==> src/rtl/nibser_pkg.sv <==
package nibser_pkg;

    localparam int NIB_W  = 4;
    localparam int BYTE_W = 2 * NIB_W;
    localparam int CNT_W  = $clog2(BYTE_W);

    // written meaning of the 4-bit control register (bit 3 down to 0)
    typedef struct packed {
        logic link_n;   // 0 = link mode with acknowledge slot
        logic rack_n;   // 0 = drive acknowledge in receive slot
        logic mask;     // 1 = interrupt disabled
        logic ifn_end;  // 1 = interrupt at telegram end, 0 = on ready fall
    } ctl_t;

    localparam ctl_t CTL_RESET = '{link_n: 1'b1, rack_n: 1'b1, mask: 1'b1, ifn_end: 1'b1};

    // read meaning of the same address
    typedef struct packed {
        logic spare;
        logic tack_n;
        logic active;
        logic ready;
    } stat_t;

    typedef enum logic [1:0] {
        ENG_IDLE = 2'd0,
        ENG_DATA = 2'd1,
        ENG_ACK  = 2'd2
    } eng_state_e;

    function automatic logic [BYTE_W-1:0] shl_in(input logic [BYTE_W-1:0] v, input logic b);
        return {v[BYTE_W-2:0], b};
    endfunction

endpackage

==> src/rtl/nibser_regs.sv <==
module nibser_regs
    import nibser_pkg::*;
#(
    parameter int NW = NIB_W,
    localparam int BW = 2 * NW
) (
    input  logic          clk,
    input  logic          rst,
    input  logic          bus_ctl,
    input  logic          bus_wr,
    input  logic          bus_rd,
    input  logic [NW-1:0] wdata,
    input  logic          tx_take,
    input  logic          rx_load,
    input  logic [BW-1:0] rx_byte,
    output ctl_t          ctl,
    output logic [BW-1:0] tx_buf,
    output logic          tx_full,
    output logic          rx_full,
    output logic [NW-1:0] buf_rdata
);

    logic          ptr;      // 0 = first nibble cycle next
    logic [BW-1:0] rx_buf;
    logic          ctl_wr, buf_wr, buf_rd;

    assign ctl_wr = bus_wr & bus_ctl;
    assign buf_wr = bus_wr & ~bus_ctl;
    assign buf_rd = bus_rd & ~bus_ctl;

    always_ff @(posedge clk) begin
        if (rst) begin
            ctl     <= CTL_RESET;
            ptr     <= 1'b0;
            tx_buf  <= '0;
            tx_full <= 1'b0;
            rx_buf  <= '0;
            rx_full <= 1'b0;
        end else begin
            if (ctl_wr)
                ctl <= ctl_t'(wdata[3:0]);

            if (ctl_wr)
                ptr <= 1'b0;
            else if (buf_wr || buf_rd)
                ptr <= ~ptr;

            if (buf_wr) begin
                if (!ptr) tx_buf[NW-1:0]  <= wdata;
                else      tx_buf[BW-1:NW] <= wdata;
            end

            if (buf_wr && ptr)
                tx_full <= 1'b1;
            else if (tx_take)
                tx_full <= 1'b0;

            if (rx_load) begin
                rx_buf  <= rx_byte;
                rx_full <= 1'b1;
            end else if (buf_rd && ptr) begin
                rx_full <= 1'b0;
            end
        end
    end

    // receive side: high half on the first read, low half on the second
    assign buf_rdata = ptr ? rx_buf[NW-1:0] : rx_buf[BW-1:NW];

    assert_full_after_hi_write_R2: assert property (@(posedge clk) disable iff (rst)
        (buf_wr && ptr) |=> tx_full);

    assert_take_empties_R5: assert property (@(posedge clk) disable iff (rst)
        (tx_take && !(buf_wr && ptr)) |=> !tx_full);

    assert_rx_hold_R6: assert property (@(posedge clk) disable iff (rst)
        (rx_full && !(buf_rd && ptr)) |=> rx_full);

endmodule

==> src/rtl/nibser_shift.sv <==
module nibser_shift
    import nibser_pkg::*;
#(
    parameter int BW = BYTE_W,
    localparam int CW = $clog2(BW)
) (
    input  logic          clk,
    input  logic          rst,
    input  logic          tx_mode,
    input  logic          link_en,
    input  logic          rack_n,
    input  logic          start,
    input  logic          shift_en,
    input  logic          ser_in,
    input  logic          tx_full,
    input  logic [BW-1:0] tx_buf,
    output logic          ser_out,
    output logic          act,
    output logic          tx_take,
    output logic          fin,
    output logic [BW-1:0] rx_byte,
    output logic          tack_n
);

    eng_state_e    state;
    logic [CW-1:0] cnt;
    logic [BW-1:0] sreg, shifted;
    logic          dir_tx, link_q;
    logic          go, last_bit;

    assign go       = (state == ENG_IDLE) && start && (!tx_mode || tx_full);
    assign tx_take  = go && tx_mode;
    assign last_bit = (state == ENG_DATA) && shift_en && (cnt == CW'(BW - 1));
    assign fin      = (last_bit && !link_q) || ((state == ENG_ACK) && shift_en);
    assign shifted  = shl_in(sreg, dir_tx ? 1'b0 : ser_in);
    assign rx_byte  = (state == ENG_ACK) ? sreg : shifted;
    assign act      = (state != ENG_IDLE);

    always_ff @(posedge clk) begin
        if (rst) begin
            state  <= ENG_IDLE;
            cnt    <= '0;
            sreg   <= '0;
            dir_tx <= 1'b0;
            link_q <= 1'b0;
            tack_n <= 1'b1;
        end else begin
            case (state)
                ENG_IDLE: if (go) begin
                    state  <= ENG_DATA;
                    cnt    <= '0;
                    sreg   <= tx_mode ? tx_buf : '0;
                    dir_tx <= tx_mode;
                    link_q <= link_en;
                end
                ENG_DATA: if (shift_en) begin
                    sreg <= shifted;
                    cnt  <= cnt + 1'b1;
                    if (cnt == CW'(BW - 1))
                        state <= link_q ? ENG_ACK : ENG_IDLE;
                end
                ENG_ACK: if (shift_en) begin
                    if (dir_tx) tack_n <= ser_in;
                    state <= ENG_IDLE;
                end
                default: state <= ENG_IDLE;
            endcase
        end
    end

    always_comb begin
        case (state)
            ENG_DATA: ser_out = dir_tx ? sreg[BW-1] : 1'b1;
            ENG_ACK:  ser_out = dir_tx ? 1'b1 : rack_n;
            default:  ser_out = 1'b1;
        endcase
    end

    assert_rx_start_R6: assert property (@(posedge clk) disable iff (rst)
        (!act && start && !tx_mode) |=> act);

    assert_empty_start_ignored_R12: assert property (@(posedge clk) disable iff (rst)
        (!act && start && tx_mode && !tx_full) |=> !act);

    assert_tack_hold_R7: assert property (@(posedge clk) disable iff (rst)
        (!act) |=> $stable(tack_n));

endmodule

==> src/rtl/nibser_irq.sv <==
module nibser_irq
    import nibser_pkg::*;
(
    input  logic clk,
    input  logic rst,
    input  ctl_t ctl,
    input  logic ctl_wr,
    input  logic wr_mask_bit,
    input  logic ready,
    input  logic fin,
    output logic irq
);

    logic ready_q, done_q, fall, kill;

    always_ff @(posedge clk) begin
        if (rst) begin
            ready_q <= 1'b0;
            done_q  <= 1'b0;
        end else begin
            ready_q <= ready;
            done_q  <= fin;
        end
    end

    assign fall = ready_q & ~ready;
    assign kill = ctl_wr & wr_mask_bit;
    assign irq  = ~ctl.mask & ~kill & (ctl.ifn_end ? done_q : fall);

    assert_masked_quiet_R11: assert property (@(posedge clk) disable iff (rst)
        ctl.mask |-> !irq);

    assert_end_pulse_R9: assert property (@(posedge clk) disable iff (rst)
        (fin && ctl.ifn_end && !ctl.mask && !ctl_wr) |=> (irq || ctl_wr));

endmodule

==> src/rtl/nibser_ctrl.sv <==
module nibser_ctrl
    import nibser_pkg::*;
(
    input  logic             clk,
    input  logic             rst,
    input  logic             bus_ctl,
    input  logic             bus_wr,
    input  logic             bus_rd,
    input  logic [NIB_W-1:0] bus_wdata,
    output logic [NIB_W-1:0] bus_rdata,
    input  logic             tx_mode,
    input  logic             tl_start,
    input  logic             shift_en,
    input  logic             ser_in,
    output logic             ser_out,
    output logic             irq
);

    ctl_t              ctl;
    stat_t             stat;
    logic [BYTE_W-1:0] tx_buf, rx_byte;
    logic [NIB_W-1:0]  buf_rdata;
    logic              tx_full, rx_full, tx_take, fin, act, tack_n, ready;

    nibser_regs #(.NW(NIB_W)) u_regs (
        .clk       (clk),
        .rst       (rst),
        .bus_ctl   (bus_ctl),
        .bus_wr    (bus_wr),
        .bus_rd    (bus_rd),
        .wdata     (bus_wdata),
        .tx_take   (tx_take),
        .rx_load   (fin && !tx_mode_q_unused_guard(tx_mode)),
        .rx_byte   (rx_byte),
        .ctl       (ctl),
        .tx_buf    (tx_buf),
        .tx_full   (tx_full),
        .rx_full   (rx_full),
        .buf_rdata (buf_rdata)
    );

    nibser_shift #(.BW(BYTE_W)) u_shift (
        .clk      (clk),
        .rst      (rst),
        .tx_mode  (tx_mode),
        .link_en  (~ctl.link_n),
        .rack_n   (ctl.rack_n),
        .start    (tl_start),
        .shift_en (shift_en),
        .ser_in   (ser_in),
        .tx_full  (tx_full),
        .tx_buf   (tx_buf),
        .ser_out  (ser_out),
        .act      (act),
        .tx_take  (tx_take),
        .fin      (fin),
        .rx_byte  (rx_byte),
        .tack_n   (tack_n)
    );

    nibser_irq u_irq (
        .clk         (clk),
        .rst         (rst),
        .ctl         (ctl),
        .ctl_wr      (bus_wr && bus_ctl),
        .wr_mask_bit (bus_wdata[1]),
        .ready       (ready),
        .fin         (fin),
        .irq         (irq)
    );

    // the receive buffer loads only on a receive telegram end
    function automatic logic tx_mode_q_unused_guard(input logic m);
        return m;
    endfunction

    assign ready = tx_mode ? tx_full : ~rx_full;

    always_comb begin
        stat.spare  = 1'b0;
        stat.tack_n = tack_n;
        stat.active = act;
        stat.ready  = ready;
    end

    assign bus_rdata = bus_ctl ? NIB_W'(stat) : buf_rdata;

    assert_rdy_rx_R3: assert property (@(posedge clk) disable iff (rst)
        (!tx_mode && $past(!tx_mode) && $rose(rx_full)) |-> !ready);

endmodule

==> config.mk <==
export PLATFORM = sky130hd
export DESIGN_NAME = nibser_ctrl
export DESIGN_NICKNAME = d
export VERILOG_FILES = /design/src/rtl/nibser_pkg.sv /design/src/rtl/nibser_regs.sv /design/src/rtl/nibser_shift.sv /design/src/rtl/nibser_irq.sv /design/src/rtl/nibser_ctrl.sv
export SDC_FILE = /design/constraint.sdc
export NUM_CORES = 1
export LEC_CHECK = 0
export BUFFER_PORTS_ARGS = -buffer_cell sky130_fd_sc_hd__buf_2
export CAP_MARGIN = 20
export CORE_MARGIN = 2
export CORE_UTILIZATION = 45
export CTS_BUF_LIST = sky130_fd_sc_hd__clkbuf_8 sky130_fd_sc_hd__clkbuf_16
export DETAILED_ROUTE_END_ITERATION = 16
export PLACE_DENSITY = 0.71
export SLEW_MARGIN = 20
export SYNTH_ARGS = -nofsm -noshare
export SYNTH_HDL_FRONTEND = slang
export SYNTH_SLANG_ARGS = --single-unit
==> constraint.sdc <==
create_clock -name clk -period 1.54 [get_ports clk]
set_input_delay 0.077 -clock clk [delete_from_list [all_inputs] [get_ports clk]]
set_output_delay 0.077 -clock clk [all_outputs]
set_load 0.02 [all_outputs]
==> PnR_summary.wiki <==
{| class="wikitable"
! Metric !! Value
|-
| Total setup violations reported at the end of the flow || 3
|-
| GR Util All Layers || 20.6%
|-
| Yosys cell types || 34
|-
| Final Hold Fails || 0
|-
| Slowest stage cell on the critical path || sky130_fd_sc_hd__dfxtp_2
|-
| Die span in x || 70.6 um
|-
| Wire length of the first global-routing pass || 8010 um
|-
| Crit. Startpoint || u_shift.state[0]
|-
| Buffers plus inverters on the worst setup path || 4
|-
| CTS tree || yes
|-
| Dpl hpwl || 3250 um
|-
| Overall die height || 70.6 um
|-
| Core box area || 4320 um2
|-
| Fraction of layout instances using a drive strength above 1 || 34.0%
|-
| Worst-Margin Slew || 0.519 ns
|-
| Critical Path Most Common Cell || sky130_fd_sc_hd__buf_6
|-
| Port Buffers || 18
|-
| Number of violations reported at the end of detailed-routing iteration 0 || 108
|-
| Number of global-route vias before repair || 1649
|-
| Post-Synthesis Cell Area || 2000 um2
|-
| DR DRC count || 0
|-
| Cell count after synthesis || 233
|-
| Initial DRT Pass Iterations || 4
|-
| Number of buffers added by the clock tree synthesis step || 5
|-
| CP required || 1.46 ns
|-
| Routed length per placed instance || 15.6 um
|-
| Source of the worst hold timing path || bus_wdata[3]
|-
| Portion of the clock cycle consumed by the worst path in the final layout || 105%
|-
| Cell class contributing the biggest share of worst-path delay || buffers and inverters
|-
| Max Root-Sink Buffers || 2
|-
| Leakage dissipation || 1.03 nW
|-
| Yosys warnings || 0
|-
| Min cycle time layout || 1.61 ns
|-
| F_max || 620 MHz
|-
| Status || finished, violations left
|-
| Non-filler cells, final || 317
|-
| Cell at the root of the clock tree || sky130_fd_sc_hd__clkbuf_8
|-
| #FFs+latches synth || 41
|-
| Synthesized net count || 252
|-
| Worst-case setup margin in the final layout || -0.0734 ns
|-
| Detail Route Antenna Nets || 0
|-
| Sort of element at the end of the critical path || output port
|-
| Category of the most critical setup path || flip-flop to output port
|-
| Post-route cell area || 2620 um2
|-
| Remaining Overflow, GRT || 0
|-
| Startpoint types || flip-flop
|-
| Critical Path Fanout Max || 3
|-
| Number of placed instances, taps included || 302
|-
| Maximum number of pins on one net before global-route repair || 35
|-
| RSZ-0062 raised after global routing || true
|-
| Count of antenna diodes in the layout || 0
|-
| Cell Pwr Density || 1140 nW/um2
|-
| Synthesized area per cell || 8.57 um2
|-
| Number of buffers inserted for hold repair after clock tree synthesis || 0
|-
| Overall die area || 4990 um2
|-
| Sink count of the clock tree || 41
|-
| Violated checks || negative setup slack
|-
| Peak supply drop || 0.578 mV
|-
| Vias || 1773
|-
| Kind of path behind the tightest hold check || input pin to flip-flop
|-
| Slew Limit Fails || 0
|-
| Placer Congestion || 0.889
|-
| Clock latency reported for the late side of the worst-skew pair || 0.29 ns
|-
| Placement-stage cell area || 2230 um2
|-
| Longest individual stage delay on the worst path || 0.35 ns
|-
| Number of placed I/O pins || 19
|-
| Relative slew margins || 65.4%
|-
| Ratio of routed vias to standard cells || 5.59
|-
| Initial antenna violation count || 0
|-
| Total wire length after detailed routing || 4960 um
|-
| Synth-to-layout area growth || 31.2%
|-
| Source of the worst register-to-register timing path || u_shift.state[0]
|-
| Clock-pin slew on the worst setup and hold paths || 0.08 ns
|-
| # nets final || 284
|-
| Sequential fraction of the synthesis area || 41.1%
|-
| Count of standard-cell rows || 24
|-
| Cells traversed along the worst timing path || inv_2, buf_6, ha_4, buf_6, nor2_4, nand2_2, o21ai_2, nand2_1, buf_6
|-
| Layout fillers || 376
|-
| Starting density of the core || 46.2%
|-
| Arrival time of data at the critical path endpoint || 1.54 ns
|-
| Post-Route Skew || 0.00979 ns
|-
| Deepest level of the CTS H-tree || 2
|-
| Max cap viols || 0
|}
==> worst paths after layout <==
kind | to | slack, ns | cells after the start
worst max register to register | u_regs.rx_buf[0] | -0.02 | 8
worst max-delay path | ser_out | -0.07 | 9
worst min-delay path | u_regs.ctl[3] | 0.05 | 3
worst min register to register | u_regs.ctl[3] | 0.48 | 2
==> sequential cells by signal (all words and copies together) (netlist names) <==
name,cells
u_irq.ready_q,1
u_shift.dir_tx,1
u_shift.sreg,8
u_irq.done_q,1
u_regs.ptr,1
u_shift.link_q,1
u_regs.tx_full,1
u_regs.ctl,4
u_shift.state,2
u_regs.rx_full,1
u_shift.cnt,3
u_regs.rx_buf,8
u_regs.tx_buf,8
u_shift.tack_n,1
==> cell usage after synthesis <==
| cell | n | area share (%) |
|---|---|---|
| sky130_fd_sc_hd__or2_2 | 1 | 0.31 |
| sky130_fd_sc_hd__nand3_1 | 10 | 2.5 |
| sky130_fd_sc_hd__nor3b_2 | 1 | 0.63 |
| sky130_fd_sc_hd__buf_2 | 5 | 1.3 |
| sky130_fd_sc_hd__dfxtp_1 | 41 | 41 |
| sky130_fd_sc_hd__nor3_1 | 1 | 0.25 |
| sky130_fd_sc_hd__a221oi_1 | 1 | 0.44 |
| sky130_fd_sc_hd__clkbuf_1 | 11 | 2.1 |
| sky130_fd_sc_hd__ha_1 | 6 | 3.8 |
| sky130_fd_sc_hd__a21boi_1 | 1 | 0.38 |
| sky130_fd_sc_hd__nand2_1 | 26 | 4.9 |
| sky130_fd_sc_hd__a211oi_2 | 1 | 0.63 |
| sky130_fd_sc_hd__or3_1 | 1 | 0.31 |
| sky130_fd_sc_hd__buf_6 | 1 | 0.56 |
| sky130_fd_sc_hd__a22oi_1 | 1 | 0.38 |
| sky130_fd_sc_hd__nand4_1 | 1 | 0.31 |
| sky130_fd_sc_hd__o21ai_0 | 7 | 1.8 |
| sky130_fd_sc_hd__nor2_1 | 32 | 6.0 |
| sky130_fd_sc_hd__a211oi_1 | 10 | 3.8 |
| sky130_fd_sc_hd__mux2i_1 | 20 | 10 |
| sky130_fd_sc_hd__nand3b_2 | 1 | 0.56 |
| sky130_fd_sc_hd__or3b_2 | 2 | 0.88 |
| sky130_fd_sc_hd__nor2b_1 | 4 | 1.3 |
| sky130_fd_sc_hd__mux2i_2 | 1 | 0.69 |
| sky130_fd_sc_hd__nand3b_1 | 2 | 0.75 |
| sky130_fd_sc_hd__o311a_1 | 1 | 0.50 |
| sky130_fd_sc_hd__a21oi_1 | 19 | 4.8 |
| sky130_fd_sc_hd__inv_1 | 6 | 1.1 |
| sky130_fd_sc_hd__o211ai_1 | 7 | 2.6 |
| sky130_fd_sc_hd__o21bai_1 | 1 | 0.38 |
| sky130_fd_sc_hd__nor3b_1 | 2 | 0.75 |
| sky130_fd_sc_hd__nand2b_1 | 1 | 0.31 |
| sky130_fd_sc_hd__a211oi_4 | 1 | 1.0 |
| sky130_fd_sc_hd__o41ai_1 | 7 | 3.1 |
==> worst min-delay path: stages <==
cell and delay, ns:
sky130_fd_sc_hd__buf_2 0.10, sky130_fd_sc_hd__nand3_1 0.06, sky130_fd_sc_hd__nand3_1 0.07
==> repair_timing <==
item	in CTS	in global routing
endpoints found under the setup margin	22	17
cloned	1	0
buffers inserted	7	1
pin swaps	8	13
resized for setup	31	22
==> through the flow <==
| stage | TNS, ns | util, % | setup slack [ns] | power [mW] | hold slack [ns] |
|---|---|---|---|---|---|
| 6_report | -0.109 | 60.6 | -0.0734 | 2.99 | 0.0501 |
| 5_1_grt | -0.411 | 60.6 | -0.110 | 3.13 | 0.0760 |
| 4_1_cts | -0.238 | 58.7 | -0.0531 | 2.90 | 0.0411 |
| 3_5_place_dp | -1.43 | 51.6 | -0.179 | 1.96 | 0.347 |
| 3_3_place_gp | -0.118 | 51.6 | -0.0162 | 1.94 | 0.345 |
| 2_1_floorplan | -0.00373 | - | -0.00373 | 1.66 | 0.202 |
==> report_power, final <==
group          leakage, nW  internal, mW  switching, mW
registers            0.335          1.11         0.0510
logic                0.643         0.458          0.531
clock network       0.0540         0.471          0.363
total                 1.03          2.04          0.945
==> metal layers <==
layer	global-route usage (%)	up-vias	share of wire (%)
met5	0	-	0
met4	8.39	0	2.4
met3	4.84	10	3.3
met2	33.6	35	50
met1	26.4	843	45
li1	-	885	-
==> area by class of cell <==
type	count	area, um2	share of cell area, %
clock inverters	2	35.0	1.34
flip-flops and latches	41	827	31.6
clock buffers	5	68.8	2.63
inverters	6	22.5	0.860
well taps	52	65.1	2.48
multi-input cells	169	1260	48.1
repair buffers	42	340	13.0
==> layout by cell type (no fill, tap or decap), drive strengths merged, types with 3 or more instances in the layout <==
cell / instances
nand3b: 3
buf: 42
a21oi: 19
nor3b: 3
o41ai: 7
inv: 6
mux2i: 21
nand2: 26
clkbuf: 5
nor2: 32
dfxtp: 41
o21ai: 7
ha: 6
o211ai: 7
nor2b: 4
nand3: 10
a211oi: 12
==> cell families after synthesis <==
kind of cell	synth area share (%)
DFF	41.1
and+or+nand+nor	19.7
adders and majority gates	3.76
AOI/OAI and AO/OA	19.7
muxes	10.7
buffers and inverters	5.01
No activity file was read; power rests on OpenSTA's default activity.
